[src/rtl/accsat_pkg.sv]
package accsat_pkg;
  localparam int unsigned ACC_W_DEF   = 40;
  localparam int unsigned WORD_W_DEF  = 16;
  localparam int unsigned SYNC_STAGES = 2;

  typedef enum logic {
    RND_HALF_UP   = 1'b0,
    RND_HALF_EVEN = 1'b1
  } rnd_mode_e;
endpackage

[src/rtl/accsat_rst_sync.sv]
module accsat_rst_sync #(
  parameter int unsigned STAGES = accsat_pkg::SYNC_STAGES
) (
  input  logic clk,
  input  logic rst_n,
  output logic rst_n_sync
);
  logic [STAGES-1:0] chain_q;
  logic [STAGES-1:0] chain_d;

  always_comb begin
    chain_d = {chain_q[STAGES-2:0], 1'b1};
  end

  always_ff @(posedge clk or negedge rst_n) begin
    if (!rst_n) chain_q <= '0;
    else        chain_q <= chain_d;
  end

  assign rst_n_sync = chain_q[STAGES-1];
endmodule

[src/rtl/accsat_round.sv]
module accsat_round #(
  parameter int unsigned ACC_W   = accsat_pkg::ACC_W_DEF,
  parameter int unsigned WORD_W  = accsat_pkg::WORD_W_DEF,
  parameter bit          EVEN_EN = 1'b1,
  localparam int unsigned HI_W   = ACC_W - WORD_W
) (
  input  logic [ACC_W-1:0] acc,
  input  logic             rnd_req,
  input  accsat_pkg::rnd_mode_e mode,
  output logic [HI_W-1:0]  hi_rounded
);
  // Adding half an LSB of the kept part carries into it exactly when the
  // top dropped bit is set, so only the carry is formed here.
  logic carry;

  generate
    if (EVEN_EN) begin : g_even
      logic tie;
      always_comb begin
        tie   = acc[WORD_W-1] && (acc[WORD_W-2:0] == '0);
        carry = rnd_req && acc[WORD_W-1] &&
                !((mode == accsat_pkg::RND_HALF_EVEN) && tie && !acc[WORD_W]);
      end
    end else begin : g_up
      always_comb begin
        carry = rnd_req && acc[WORD_W-1];
      end
    end
  endgenerate

  always_comb begin
    hi_rounded = acc[ACC_W-1:WORD_W] + {{(HI_W-1){1'b0}}, carry};
  end
endmodule

[src/rtl/accsat_clamp.sv]
module accsat_clamp #(
  parameter int unsigned ACC_W  = accsat_pkg::ACC_W_DEF,
  parameter int unsigned WORD_W = accsat_pkg::WORD_W_DEF,
  localparam int unsigned HI_W   = ACC_W - WORD_W,
  localparam int unsigned TEST_W = HI_W - WORD_W + 1
) (
  input  logic [HI_W-1:0]   hi,
  input  logic              sat_en,
  output logic [WORD_W-1:0] word,
  output logic              clamped
);
  localparam logic [WORD_W-1:0] MAX_POS = {1'b0, {(WORD_W-1){1'b1}}};
  localparam logic [WORD_W-1:0] MAX_NEG = {1'b1, {(WORD_W-1){1'b0}}};

  logic              sign;
  logic [TEST_W-1:0] top_bits;
  logic              out_of_range;

  always_comb begin
    sign         = hi[HI_W-1];
    top_bits     = hi[HI_W-1:WORD_W-1];
    out_of_range = (top_bits != {TEST_W{sign}});
    clamped      = sat_en && out_of_range;
    if (clamped) word = sign ? MAX_NEG : MAX_POS;
    else         word = hi[WORD_W-1:0];
  end
endmodule

[src/rtl/acc_store_sat.sv]
module acc_store_sat #(
  parameter int unsigned ACC_W   = accsat_pkg::ACC_W_DEF,
  parameter int unsigned WORD_W  = accsat_pkg::WORD_W_DEF,
  parameter bit          EVEN_EN = 1'b1,
  localparam int unsigned HI_W   = ACC_W - WORD_W
) (
  input  logic              clk,
  input  logic              rst_n,
  input  logic              in_valid,
  input  logic [ACC_W-1:0]  acc_in,
  input  logic              rnd_req,
  input  logic              rnd_even,
  input  logic              sat_en,
  input  logic              sticky_clr,
  output logic              out_valid,
  output logic [WORD_W-1:0] out_word,
  output logic              out_sat,
  output logic              sat_sticky
);
  localparam logic [WORD_W-1:0] MAX_POS = {1'b0, {(WORD_W-1){1'b1}}};
  localparam logic [WORD_W-1:0] MAX_NEG = {1'b1, {(WORD_W-1){1'b0}}};

  logic                  rst_n_s;
  logic [HI_W-1:0]       hi_rnd;
  logic [WORD_W-1:0]     word_c;
  logic                  sat_c;
  accsat_pkg::rnd_mode_e mode_c;

  logic              valid_d, valid_q;
  logic [WORD_W-1:0] word_d,  word_q;
  logic              sat_d,   sat_q;
  logic              sticky_d, sticky_q;

  accsat_rst_sync u_rst (
    .clk        (clk),
    .rst_n      (rst_n),
    .rst_n_sync (rst_n_s)
  );

  assign mode_c = rnd_even ? accsat_pkg::RND_HALF_EVEN : accsat_pkg::RND_HALF_UP;

  accsat_round #(.ACC_W(ACC_W), .WORD_W(WORD_W), .EVEN_EN(EVEN_EN)) u_round (
    .acc        (acc_in),
    .rnd_req    (rnd_req),
    .mode       (mode_c),
    .hi_rounded (hi_rnd)
  );

  accsat_clamp #(.ACC_W(ACC_W), .WORD_W(WORD_W)) u_clamp (
    .hi      (hi_rnd),
    .sat_en  (sat_en),
    .word    (word_c),
    .clamped (sat_c)
  );

  // next-state
  always_comb begin
    valid_d  = in_valid;
    word_d   = word_q;
    sat_d    = sat_q;
    if (in_valid) begin
      word_d = word_c;
      sat_d  = sat_c;
    end
    sticky_d = (sticky_q && !sticky_clr) || (in_valid && sat_c);
  end

  // registers
  always_ff @(posedge clk or negedge rst_n_s) begin
    if (!rst_n_s) begin
      valid_q  <= 1'b0;
      word_q   <= '0;
      sat_q    <= 1'b0;
      sticky_q <= 1'b0;
    end else begin
      valid_q  <= valid_d;
      sticky_q <= sticky_d;
      if (in_valid) begin
        word_q <= word_d;
        sat_q  <= sat_d;
      end
    end
  end

  assign out_valid  = valid_q;
  assign out_word   = word_q;
  assign out_sat    = sat_q;
  assign sat_sticky = sticky_q;

  assert_bypass_no_flag_R2: assert property (@(posedge clk) disable iff (!rst_n_s)
    (in_valid && !sat_en) |=> !out_sat);

  // a clamped result is always one of the two full-scale words
  assert_clamp_value_R6: assert property (@(posedge clk) disable iff (!rst_n_s)
    out_sat |-> (out_word == MAX_POS || out_word == MAX_NEG));

  assert_valid_follows_R9: assert property (@(posedge clk) disable iff (!rst_n_s)
    in_valid |=> out_valid);

  assert_idle_hold_R9: assert property (@(posedge clk) disable iff (!rst_n_s)
    !in_valid |=> (!out_valid && $stable(out_word)));

  assert_sticky_set_R10: assert property (@(posedge clk) disable iff (!rst_n_s)
    (out_valid && out_sat) |-> sat_sticky);

  assert_sticky_fall_R10: assert property (@(posedge clk) disable iff (!rst_n_s)
    $fell(sat_sticky) |-> $past(sticky_clr));
endmodule

[config.mk]
export PLATFORM = sky130hd
export DESIGN_NAME = acc_store_sat
export DESIGN_NICKNAME = d
export VERILOG_FILES = /design/src/rtl/accsat_pkg.sv /design/src/rtl/accsat_rst_sync.sv /design/src/rtl/accsat_round.sv /design/src/rtl/accsat_clamp.sv /design/src/rtl/acc_store_sat.sv
export SDC_FILE = /design/constraint.sdc
export NUM_CORES = 1
export LEC_CHECK = 0
export BUFFER_PORTS_ARGS = -buffer_cell sky130_fd_sc_hd__buf_2
export CELL_PAD_IN_SITES_DETAIL_PLACEMENT = 1
export CELL_PAD_IN_SITES_GLOBAL_PLACEMENT = 2
export CORE_MARGIN = 10
export CORE_UTILIZATION = 28
export DETAILED_ROUTE_END_ITERATION = 10
export GPL_TIMING_DRIVEN = 0
export PLACE_DENSITY_LB_ADDON = 0.1
export SYNTH_ARGS = -nofsm -noshare
export SYNTH_HDL_FRONTEND = slang
export SYNTH_SLANG_ARGS = --single-unit
[constraint.sdc]
create_clock -name clk -period 0.85 [get_ports clk]
set_clock_uncertainty 0.05 [all_clocks]
set_input_delay 0.0425 -clock clk [delete_from_list [all_inputs] [get_ports clk]]
set_output_delay 0.0425 -clock clk [all_outputs]
set_load 0.02 [all_outputs]
==> flow_metrics.env <==
export IMPL_worst_r2r_startpoint="out_word[0]$_DFFE_PN0P_"
export IMPL_timing_fmax_ghz=0.424
export IMPL_period_needed_ns=2.36
export IMPL_grt_start_max_net_pins=20
export IMPL_grt_overflow_total=0
export IMPL_antenna_found_initial=0
export IMPL_clk_latency_ns=0.26
export IMPL_worst_slew_pin_transition_ns=0.652
export IMPL_floorplan_die_height_um=97.3
export IMPL_final_setup_viol_count=37
export IMPL_synth_seq_cells=21
export IMPL_final_critical_path_setup_slack_ns=-1.51
export IMPL_clock_power_share_pct=22.7
export IMPL_post_route_period_util_pct=277
export IMPL_tritoncts="yes"
export IMPL_portBuffers=65
export IMPL_worstRegToRegCells=2
export IMPL_maximum_buffer_depth_of_the_clock_tree=2
export IMPL_detail_route_antenna_nets=0
export IMPL_drive_above_1_share_pct=47.1
export IMPL_dp_slack_ns=-2.38
export IMPL_fin_nets=321
export IMPL_timing_max_cap_violations=0
export IMPL_detailedPlacementHpwl_mm=4.59
export IMPL_cts_sinks=21
export IMPL_cellInternalPower_uw=1980
export IMPL_netSwitchingPower_uw=1010
export IMPL_first_pass_grt_wire_length_mm=9.98
export IMPL_critical_path_startpoint="acc_in[16]"
export IMPL_critical_path_class="input pin to register"
export IMPL_crit_path_end_kind="register"
export IMPL_die_area_um2=9470
export IMPL_floorplan_initialDensity_pct=28.6
export IMPL_synth_enable_flop_cells=0
export IMPL_unrepaired_setup_endpoints_after_global_routing="yes"
export IMPL_io_pin_count=66
export IMPL_seqCellArea_um2=527
export IMPL_final_core_utilization_pct=44.2
export IMPL_yosys_area_top_type="sky130_fd_sc_hd__dfrtp_1"
export IMPL_whs_ns=0.0409
export IMPL_netlist_area_leader_share_pct=31.4
export IMPL_mostFrequentLayoutCell="sky130_fd_sc_hd__buf_2"
export IMPL_r2r_end="out_word[0]$_DFFE_PN0P_"
export IMPL_ys_warnings_count=0
export IMPL_netlist_cell_type_count=51
export IMPL_swShare_pct=33.8
export IMPL_drt_pass1_iter_count=4
export IMPL_worst_endpoint_arrival_ns=2.43
export IMPL_cts_htree_levels=1
export IMPL_final_setup_tns_ns=-27.67
export IMPL_reg2reg_slack_ns=-0.21
export IMPL_route_detailed_wl_per_inst_um=16.9
export IMPL_drt_first_iter_violations=49
export IMPL_cts_buffers_inserted=3
export IMPL_synth_main_ff_cell="sky130_fd_sc_hd__dfrtp_1"
export IMPL_seq_power_share_pct=40.4
export IMPL_detailed_route_wire_length_mm=5.88
export IMPL_worst_path_max_fanout=5
export IMPL_cp_required_ns=0.92
export IMPL_postSynthCellCount=185
export IMPL_synth_net_count=233
export IMPL_mappedNetlistArea_um2=1670
export IMPL_timing_max_transition_violations_final=0
export IMPL_post_place_cells=325
export IMPL_peakVddDrop_mv=0.636
export IMPL_post_drt_via_cell_ratio=5.01
export IMPL_route_detailed_drc=0
export IMPL_avgSynthCellArea_um2=9.05
export IMPL_core_rowCount=28
export IMPL_mostFrequentLayoutCells="sky130_fd_sc_hd__buf_2 (43), sky130_fd_sc_hd__nand2_1 (28), sky130_fd_sc_hd__buf_6 (25)"
export IMPL_n_fill_cell=699
export IMPL_grt_pass1_vias=1966
export IMPL_failing_checks="negative setup slack"
export IMPL_yosysSeqAreaShare_pct=31.4
export IMPL_layout_area_overhead_vs_synth_pct=54.3
export IMPL_multi_input_comb_area_um2=1240
export IMPL_number_of_diodes=0
export IMPL_placeableCoreArea_um2=5850
export IMPL_critical_path_startpoint_type="input pin"
export IMPL_maxSlewHeadroom_pct=56.1
export IMPL_outcome="complete, but fails checks"
export IMPL_gp_congestion=0.799
export IMPL_vias=1739
export IMPL_worst_setup_hold_path_clk_slew_ns=0.08
export IMPL_yosys_top_cells_area="sky130_fd_sc_hd__dfrtp_1 (31%), sky130_fd_sc_hd__xnor2_1 (6.8%), sky130_fd_sc_hd__nand2_1 (6.5%), sky130_fd_sc_hd__a22oi_2 (6.0%), sky130_fd_sc_hd__a21oi_1 (3.9%)"
export IMPL_share_comb_of_total_power_pct=36.9
export IMPL_hp_class="input pin to async pin"
export IMPL_die_width_um=97.3
export IMPL_total_leakage_power_uw=0.00110
export IMPL_grt_usage_pct=12.5
export IMPL_async_flop_share_pct=100
export IMPL_final_cell_count_no_fill=347
export IMPL_final_hold_violation_count=0
export IMPL_power_density_nw_per_um2=1160
export IMPL_root_buffer="sky130_fd_sc_hd__clkbuf_8"
[final cells by class]
cell class                      instances  area share (%)
Buffer                                  5            1.16
Tap cell                               75            3.63
Multi-Input combinational cell        155            48.1
Clock buffer                            4            1.74
Inverter                                4           0.678
Timing Repair Buffer                   83            24.3
Sequential cell                        21            20.4
[worst max-delay path by stage]
stage,endpoint,slack (ns),cells after the start
global placement,sat_sticky$_DFF_PN0_,-2.40,10
floorplan,sat_sticky$_DFF_PN0_,-1.74,12
global route,sat_sticky$_DFF_PN0_,-1.62,14
CTS,sat_sticky$_DFF_PN0_,-1.62,14
finish,sat_sticky$_DFF_PN0_,-1.51,14
detailed placement,sat_sticky$_DFF_PN0_,-2.38,10
[per-layer routing]
metal	routed length (um)	track usage [%]	vias up
li1	-	-	856
met1	2730	15.5	840
met4	8	1.34	0
met2	2810	21.3	41
met5	0	0	-
met3	321	3.77	2
[logic make-up after synthesis]
| logic type | synth area share (%) |
|---|---|
| multiplexers | 2.09 |
| flip-flops | 31.4 |
| buffers and inverters | 2.54 |
| AND/OR/NAND/NOR | 29.7 |
| AO/OA/AOI/OAI | 22.9 |
| XOR/XNOR | 10.5 |
| adder cells (fa/ha/maj) | 0.747 |
| other | 0.224 |
[power groups by stage]
stage / Combinational (uW) / Clock (uW) / Sequential [uW]
after floorplan: 367 / 0 / 1310
after global placement: 873 / 0 / 1200
after detailed placement: 875 / 0 / 1210
after CTS: 1090 / 714 / 1210
after global routing: 1200 / 739 / 1230
final: 1100 / 678 / 1210
[flip-flops by register name (all words and copies together), names as in the netlist]
| register | cells |
|---|---|
| out_sat | 1 |
| out_valid | 1 |
| out_word | 16 |
| u_rst.chain_q | 2 |
| sat_sticky | 1 |
[worst max-delay path: stages]
cell and delay [ns]:
sky130_fd_sc_hd__buf_6 0.08, sky130_fd_sc_hd__nand3_4 0.08, sky130_fd_sc_hd__inv_4 0.06, sky130_fd_sc_hd__ha_4 0.13, sky130_fd_sc_hd__nand4_4 0.10, sky130_fd_sc_hd__nor3_4 0.23, sky130_fd_sc_hd__nand4_2 0.12, sky130_fd_sc_hd__or4b_4 0.51
sky130_fd_sc_hd__a2111oi_4 0.31, sky130_fd_sc_hd__mux2i_2 0.15, sky130_fd_sc_hd__o41ai_4 0.23, sky130_fd_sc_hd__buf_6 0.17, sky130_fd_sc_hd__buf_6 0.13, sky130_fd_sc_hd__o22ai_2 0.06
[stage by stage]
stage	power (uW)	instance area (um^2)
finish	2990	2580
global route	3170	2580
CTS	3010	2490
detailed placement	2080	2130
global placement	2080	2130
floorplan	1680	1710
[cells in the mapped netlist (4+ instances only)]
cell type / number
sky130_fd_sc_hd__nor2_1: 9
sky130_fd_sc_hd__a22oi_1: 6
sky130_fd_sc_hd__dfrtp_1: 21
sky130_fd_sc_hd__nand3_1: 10
sky130_fd_sc_hd__inv_1: 4
sky130_fd_sc_hd__and3_1: 4
sky130_fd_sc_hd__xor2_1: 7
sky130_fd_sc_hd__xnor2_1: 13
sky130_fd_sc_hd__a22oi_2: 8
sky130_fd_sc_hd__nand2_1: 29
sky130_fd_sc_hd__a21oi_1: 13
sky130_fd_sc_hd__nand4_1: 5
sky130_fd_sc_hd__nor4_1: 6
[repair_timing]
item	in CTS	in global routing
buffers inserted	13	3
resized for setup	56	14
hold endpoints to repair	4	0
endpoints found under the setup margin	56	37
hold buffers	3	0
pin swaps	6	6
cloned	1	0
No activity file was read; power rests on OpenSTA's default activity.
